**config.mk**
```make
export PLATFORM = sky130hd
export DESIGN_NAME = link_holdoff_ctrl
export DESIGN_NICKNAME = d
export VERILOG_FILES = /design/src/rtl/link_holdoff_ctrl.sv
export SDC_FILE = /design/constraint.sdc
export NUM_CORES = 1
export LEC_CHECK = 0
export BUFFER_PORTS_ARGS = -buffer_cell sky130_fd_sc_hd__buf_2
export CAP_MARGIN = 20
export CORE_MARGIN = 8
export CORE_UTILIZATION = 55
export CTS_CLUSTER_DIAMETER = 60
export CTS_CLUSTER_SIZE = 20
export DETAILED_ROUTE_END_ITERATION = 10
export PLACE_DENSITY = 0.79
export SYNTH_ARGS = -nofsm -noshare
export SYNTH_HDL_FRONTEND = slang
export SYNTH_SLANG_ARGS = --single-unit
export TNS_END_PERCENT = 50
```
**constraint.sdc**
```tcl
create_clock -name clk -period 1.8 [get_ports clk]
set_input_delay 0.18 -clock clk [delete_from_list [all_inputs] [get_ports clk]]
set_output_delay 0.18 -clock clk [all_outputs]
set_load 0.02 [all_outputs]
```
**src/rtl/link_holdoff_ctrl.sv**
```systemverilog
module link_holdoff_ctrl #(
  parameter int NPORT = 8,
  parameter int PA_W  = 3,
  parameter int RA_W  = 5
) (
  input  logic             clk,
  input  logic             rst_n,
  input  logic             strap_hold_i,
  input  logic             mgmt_dis_i,
  input  logic             wr_en_i,
  input  logic [PA_W-1:0]  port_addr_i,
  input  logic [RA_W-1:0]  reg_addr_i,
  input  logic [15:0]      wr_data_i,
  output logic [15:0]      rd_data_o,
  output logic [NPORT-1:0] hold_o,
  output logic [NPORT-1:0] tx_en_o,
  output logic [NPORT-1:0] rx_en_o,
  output logic [NPORT-1:0] lpbk_o
);
  localparam int BIT_RST = 15;
  localparam int BIT_LB  = 14;
  localparam int BIT_PD  = 11;

  logic             cap_done_q;
  logic             strap_q;
  logic [15:0]      ctl_q [NPORT];
  logic [NPORT-1:0] pend_q;

  wire strap_eff = strap_hold_i & ~mgmt_dis_i;
  wire wr_ok     = wr_en_i && cap_done_q && !mgmt_dis_i && (reg_addr_i == '0);
  wire [15:0] dflt_now = 16'(strap_eff) << BIT_PD;
  wire [15:0] dflt_cap = 16'(strap_q) << BIT_PD;

  always_ff @(posedge clk or negedge rst_n) begin
    if (!rst_n) begin
      cap_done_q <= 1'b0;
      strap_q    <= 1'b0;
    end else if (!cap_done_q) begin
      cap_done_q <= 1'b1;
      strap_q    <= strap_eff;
    end
  end

  for (genvar i = 0; i < NPORT; i++) begin : g_port
    wire hit = wr_ok && (32'(port_addr_i) == i);

    always_ff @(posedge clk or negedge rst_n) begin
      if (!rst_n) begin
        ctl_q[i]  <= '0;
        pend_q[i] <= 1'b0;
      end else if (!cap_done_q) begin
        ctl_q[i]  <= dflt_now;
        pend_q[i] <= 1'b0;
      end else begin
        pend_q[i] <= 1'b0;
        if (hit) begin
          if (wr_data_i[BIT_RST]) begin
            ctl_q[i]  <= dflt_cap;
            pend_q[i] <= 1'b1;
          end else begin
            ctl_q[i]  <= {1'b0, wr_data_i[14:0]};
          end
        end
      end
    end

    assign hold_o[i]  = !mgmt_dis_i && (!cap_done_q || ctl_q[i][BIT_PD]);
    assign tx_en_o[i] = !hold_o[i];
    assign rx_en_o[i] = !hold_o[i];
    assign lpbk_o[i]  = ctl_q[i][BIT_LB];
  end

  always_comb begin
    rd_data_o = '0;
    for (int i = 0; i < NPORT; i++)
      if (32'(port_addr_i) == i && reg_addr_i == '0)
        rd_data_o = ctl_q[i] & 16'h7FFF;
  end
endmodule

```
==> results of run 1 <==
==> stage by stage <==
stage                     setup slack, ns  area [um^2]  hold WS, ns
final                              -0.131         7890       0.0104
after global routing               -0.200         7890       0.0260
after CTS                         -0.0912         7800      0.00918
after detailed placement           -0.146         6960        0.195
after global placement             -0.273         6950        0.186
after floorplan                     0.100         6450       -0.116
==> worst paths after layout <==
kind / from / to / slack [ns] / cells past startpoint
min in group asynchronous: rst_n / ctl_q[12] / 0.30 / 2
worst min register to register: strap_q / strap_q / 0.49 / 1
max in group asynchronous: rst_n / cap_done_q / 0.87 / 3
worst max register to register: cap_done_q / ctl_q[11] / 0.27 / 5
worst max-delay path: ctl_q[87] / rd_data_o[7] / -0.13 / 5
worst min-delay path: wr_data_i[6] / ctl_q[54] / 0.01 / 3
==> layout make-up <==
cell class,count,share of cell area
clock buffers,24,0.0636
clock inverters,7,0.0143
inverters,20,0.00952
repair buffers,143,0.130
flip-flops and latches,122,0.388
well taps,143,0.0227
multi-input cells,452,0.372
==> power breakdown <==
| part | switching [W] | leakage, nW | internal [W] |
|---|---|---|---|
| registers | 0.0000151 | 1.69 | 0.00276 |
| logic | 0.000436 | 1.61 | 0.000220 |
| clock network | 0.00119 | 0.302 | 0.00235 |
==> tightest hold or removal path, cell delays in order <==
cell and delay [ns]:
buf_2 0.08, nand3_1 0.05, o21ai_0 0.07
==> cells in the final DEF, fill, tap and decap left out, types with 4 or more instances in the layout <==
| cell | instances |
|---|---|
| clkbuf_8 | 5 |
| o21ai_1 | 58 |
| o2bb2ai_1 | 5 |
| inv_1 | 18 |
| a21oi_2 | 5 |
| a22oi_1 | 4 |
| mux2i_1 | 30 |
| o21ai_2 | 15 |
| o221ai_2 | 5 |
| a222oi_1 | 4 |
| a211oi_2 | 4 |
| buf_2 | 60 |
| or4bb_1 | 4 |
| nand3_1 | 113 |
| mux2_2 | 9 |
| buf_4 | 70 |
| a21oi_1 | 20 |
| nand2_1 | 35 |
| o21ai_0 | 55 |
| a21o_1 | 9 |
| nor2_1 | 15 |
| nor2b_1 | 9 |
| dfrtp_1 | 121 |
| buf_12 | 6 |
| buf_6 | 5 |
| clkbuf_16 | 17 |
| nand4_1 | 7 |
==> cell families (layout without fill, tap and decap cells) <==
| family | after synthesis | after routing | share of synthesized area |
|---|---|---|---|
| AND/OR/NAND/NOR | 208 | 208 | 0.171 |
| buffers and inverters | 103 | 194 | 0.0924 |
| AO/OA/AOI/OAI | 197 | 197 | 0.183 |
| multiplexers | 45 | 45 | 0.0780 |
| flip-flops | 122 | 122 | 0.474 |
| other | 2 | 2 | 0.00117 |
==> flip-flops by register name, summed over array words and instances, names as in the netlist <==
signal      flops
strap_q         1
lpbk_o          8
ctl_q         112
cap_done_q      1
==> routing by layer <==
layer | global-route usage | wire (um) | vias to the layer above
met2 | 0.413 | 9800 | 343
met4 | 0.111 | 720 | 0
met3 | 0.0600 | 1730 | 71
met5 | 0 | 0 | -
li1 | - | - | 2577
met1 | 0.285 | 7190 | 2917
==> repair_timing <==
action                                  4_1_cts  5_1_grt
setup buffers                                 9        6
pin swaps                                    32       13
hold endpoints to repair                     35        0
endpoints found under the setup margin       38       59
hold buffers                                  1        0
gates resized for setup                      40        7
==> results.md, run 1 <==
* Worst path top cell family by delay: simple AND/OR/NAND/NOR gates
* MaxCap Viol Count at 0
* Post-layout util at 0.691
* Seq. cell area at between 0.003 and 0.004 mm^2
* Yosys top cell by area: dfrtp_1
* Critical path class: flip-flop to primary output
* Dpl cells at 864
* Largest net degree at the start of global routing at 60
* Port bufs at between 70 and 80
* Drt via density at 6.49
* Final hold vios at 0
* Endpoint type of the worst setup path: primary output
* Synth cell types at 47
* TritonCTS buffer count at 17
* Crit-path max FO at 2
* Num ports at 77
* Status: finished with violations
* CP peak stage delay at roughly 0.49 ns
* Worst skew pair latency at about 0.4 ns
* GR Overflow Total at 0
* Number of synthesized flops with an enable pin at 0
* Hold crit path type: input port to flip-flop
* Primary FF master, synth: dfrtp_1
* DRT antenna net count at 0
* Final non-filler cell total at approximately 910
* Maximum clock insertion buffer count at 2
* Filler cell count at approximately 800
* P&R area growth vs syn at 22.3%
* Global Route Usage Sum at 0.244
* CTS H-tree lvls at 4
* Vias in the first global route at 5,966
* FP Rows at 39
* Failing checks: setup timing
* Post-synthesis cell area at ~0.0064 mm^2
* Ys async rst share at 1.00
* Share of cells above drive strength 1 at 0.305
* Setup Total Neg Slack at -0.690 ns
* Drt wl/cell at between 20 and 25 um
* Final setup violation count at 13
* CTS root buf: clkbuf_16
* Drt first pass iters at 6
* Syn Inst Count at a little under 700
* Antenna violations before repair at 0
* Worst EP required at around 1.6 ns
* Seq/Total Area, Yosys at 0.474
* Die ar. at roughly 0.015 mm^2
* Final Critical Period at approximately 1.9 ns
* Critical path cell sequence: or4bb_4 > o221ai_2 > a22oi_2 > nor2_1 > buf_4
* Syn_nets at between 700 and 800
* Post-Syn Area per Cell at about 9.5 um^2
* Multi-input logic area at between 0.002 and 0.003 mm^2
* Clock Skew at 0.00642 ns
* CTS tree: yes
* Post-route clock period utilization at 1.07
* First-pass GRT wire length at approximately 31,000 um
* CP bufs+invs at 1
* Commonest cells in the netlist: dfrtp_1, nand3_1, o21ai_1, o21ai_0, nand2_1
* Maximum achievable frequency at about 520 MHz
* CP Data Arrival Time at 1.75 ns
* Slew HR at 0.475
* Placeable Area at 0.0114 mm^2
* Initial Utilization at 0.565
* Placer congestion estimate at between 0.8 and 0.9
* Via count at between 5,000 and 6,000
* FF+latch count, synth at about 120
* Count leader, synth: dfrtp_1
* Area contributors post-synth: dfrtp_1, nand3_1, mux2i_1, o21ai_1, o21ai_0
* Pleak at approximately 3.6 nW
* Routed Wire Length at 19,400 um
* Unrepaired setup endpoints after global routing: yes
* Power per Cell Area at slightly below 900 mW/mm^2
* Post-layout worst setup margin at -0.131 ns
* Overall Power at 0.00697 W
* CP startpoint kind: flip-flop
* Die Span Y at 124 um
* Worst Tran Pin Value at between 0.7 and 0.8 ns
* Area share of the largest cell type after synthesis at 0.474
* Drt drc at 0
* Final #Nets at a little under 800
* Fin. max-slew vios at 0
* Clk sinks at 122
* Slowest stage cell, crit path: or4bb_4
* Yosys warning total at 0
* Clk slew on worst S/H paths at about 0.050 ns
* Die Wd at 124 um
* Dpl hpwl at between 10,000 and 15,000 um
* Peak supply drop at approximately 0.57 mV
* DRT iter0 DRCs at 560
* Diodes inserted at 0
Note: power is estimated with default switching activity, not from simulation.
==> run 2, diff against run 1 <==
==> constraint.sdc (replaced) <==
create_clock -name clk -period 1.8 [get_ports clk]
set_input_delay 0.45 -clock clk [delete_from_list [all_inputs] [get_ports clk]]
set_output_delay 0.45 -clock clk [all_outputs]
set_load 0.02 [all_outputs]
==> results.md, run 2 (synthesis results as in run 1) <==
* Crit-path max FO at 6
* Worst path top cell family by delay: compound AO/OA/AOI/OAI gates
* Peak supply drop at about 0.66 mV
* Overall Power at ~0.0074 W
* Final hold vios at 12
* Slew HR at 0.638
* Final #Nets at approximately 800
* Drt wl/cell at approximately 28 um
* Via count at approximately 6,800
* Die Span Y at between 100 and 150 um
* CTS H-tree lvls at 4
* Clock Skew at about 0.010 ns
* Worst EP required at 1.35 ns
* Met2 Usage GRT at 0.457
* Critical path cell sequence: buf_12 > buf_12 > nor2b_4 > buf_6 > o2bb2ai_4 > a222oi_1 > o22ai_2 > buf_6
* Final Critical Period at around 2.3 ns
* Setup Total Neg Slack at -7.84 ns
* CP startpoint: port_addr_i[1]
* CP bufs+invs at 4
* FP Rows at 39
* Share of cells above drive strength 1 at 0.364
* Sequential power share at 0.376
* Fin. max-slew vios at 0
* Slowest stage cell, crit path: a222oi_1
* Routed Wire Length at 26,200 um
* Maximum achievable frequency at approximately 430 MHz
* Post-layout worst setup margin at -0.502 ns
* RR Startpoint: cap_done_q
* Global Route Usage Sum at 0.281
* Antenna violations before repair at 0
* Cell internal pwr at between 0.005 and 0.006 W
* Maximum clock insertion buffer count at 2
* Num ports at 77
* Drt drc at 0
* GR peak layer: met2
* Drt via density at 7.34
* Worst Tran Pin Value at 0.543 ns
* Placeable Area at around 0.011 mm^2
* Port bufs at 75
* Diodes inserted at 0
* MaxCap Viol Count at 0
* GR Overflow Total at 0
* Dpl hpwl at 12,400 um
* Max reg flops at ~110
* CP startpoint kind: input port
* Placer congestion estimate at around 0.88
* # hold bufs at CTS at 0
* DRT antenna net count at 0
* First-pass GRT wire length at 34,800 um
* Die Wd at roughly 120 um
* Largest Register: ctl_q
* Met3 Usage GRT at 0.0830
* Switch share at 0.267
* Power per Cell Area at 869 mW/mm^2
* Failing checks: hold timing, setup timing
* Met1 usage at 0.319
* Endpoint type of the worst setup path: primary output
* TritonCTS buffer count at 17
* Fin area at about 0.0085 mm^2
* Post-layout util at 0.746
* DRT iter0 DRCs at 1,243
* CP Data Arrival Time at around 1.9 ns
* Largest net degree at the start of global routing at 122
* Clock power frac at 0.511
* Critical path class: input port to primary output
* Unrepaired setup endpoints after global routing: yes
* Pleak at ~3.8 nW
* CTS tree: yes
* Clk slew on worst S/H paths at approximately 0.070 ns
* Drt first pass iters at 7
* Instance area at placement at about 0.0072 mm^2
* Status: finished with violations
* Comb power frac at 0.114
* Net Sw Power at around 0.0020 W
* Final non-filler cell total at 929
* P&R area growth vs syn at 32.2%
* Post-route clock period utilization at 1.28
* Worst skew pair latency at around 0.43 ns
* CTS root buf: clkbuf_16
* Filler cell count at roughly 630
* Dpl cells at approximately 880
* CP peak stage delay at about 0.44 ns
* Commonest non-fill, non-tap cell in the layout: dfrtp_1
* Final setup violation count at 54
* Initial Utilization at 0.565
* Final hold slack at -0.0119 ns
* Most frequent cells in the layout: dfrtp_1, nand3_1, buf_4
* Clk sinks at approximately 120
* Die ar. at 0.0154 mm^2
* Vias in the first global route at 6,292
* Hold crit path type: input port to async pin
[run 2: worst paths after layout]
kind / end / slack (ns) / cells after the start
hold reg to reg: strap_q / 0.49 / 1
setup / recovery: rd_data_o[13] / -0.50 / 8
hold / removal: lpbk_o[4] / -0.01 / 1
min in group clk: ctl_q[61] / 0.28 / 3
max in group asynchronous: ctl_q[11] / 1.22 / 2
setup reg to reg: ctl_q[56] / -0.07 / 5
[run 2: power groups by stage]
stage	Clock (W)	Combinational [W]	Sequential (W)
5_1_grt	0.00389	0.000871	0.00278
4_1_cts	0.00371	0.000741	0.00278
3_5_place_dp	0	0.000634	0.00283
2_1_floorplan	0	0.000365	0.00282
3_3_place_gp	0	0.000620	0.00283
6_report	0.00378	0.000843	0.00278
[run 2: worst reg2reg max path: cells and delay by family (launching register included)]
family | cells | cell delay [ns]
flops | 1 | 0.46
compound gates | 1 | 0.39
simple gates | 1 | 0.18
buf+inv | 3 | 0.70
[run 2: metal layers]
layer  wire, um  vias to the layer above
met1       8710                     3243
met5          0                        -
met3       3110                      244
met2      12200                      715
met4       2170                        0
li1           -                     2616
[run 2: final cells by class]
type,instances,area [um^2],share of cell area
multi-input combinational,452,3070,0.360
sequential,122,3060,0.359
timing repair buffer,160,1500,0.176
clock buffer,17,425,0.0499
clock inverter,15,213,0.0250
tap,143,179,0.0210
inverter,20,75.1,0.00881
[run 2: stage by stage]
step	hold slack [ns]	worst slack, ns
global route	0.0268	-0.590
detailed placement	0.445	-0.567
global placement	0.441	-0.499
floorplan	0.154	-0.289
CTS	0.00581	-0.390
finish	-0.0119	-0.502
[run 2: what timing repair did]
item	4_1_cts	5_1_grt
setup endpoints to repair	39	40
cloned	4	0
resized for setup	99	38
pin swaps	40	15
setup buffers	11	0
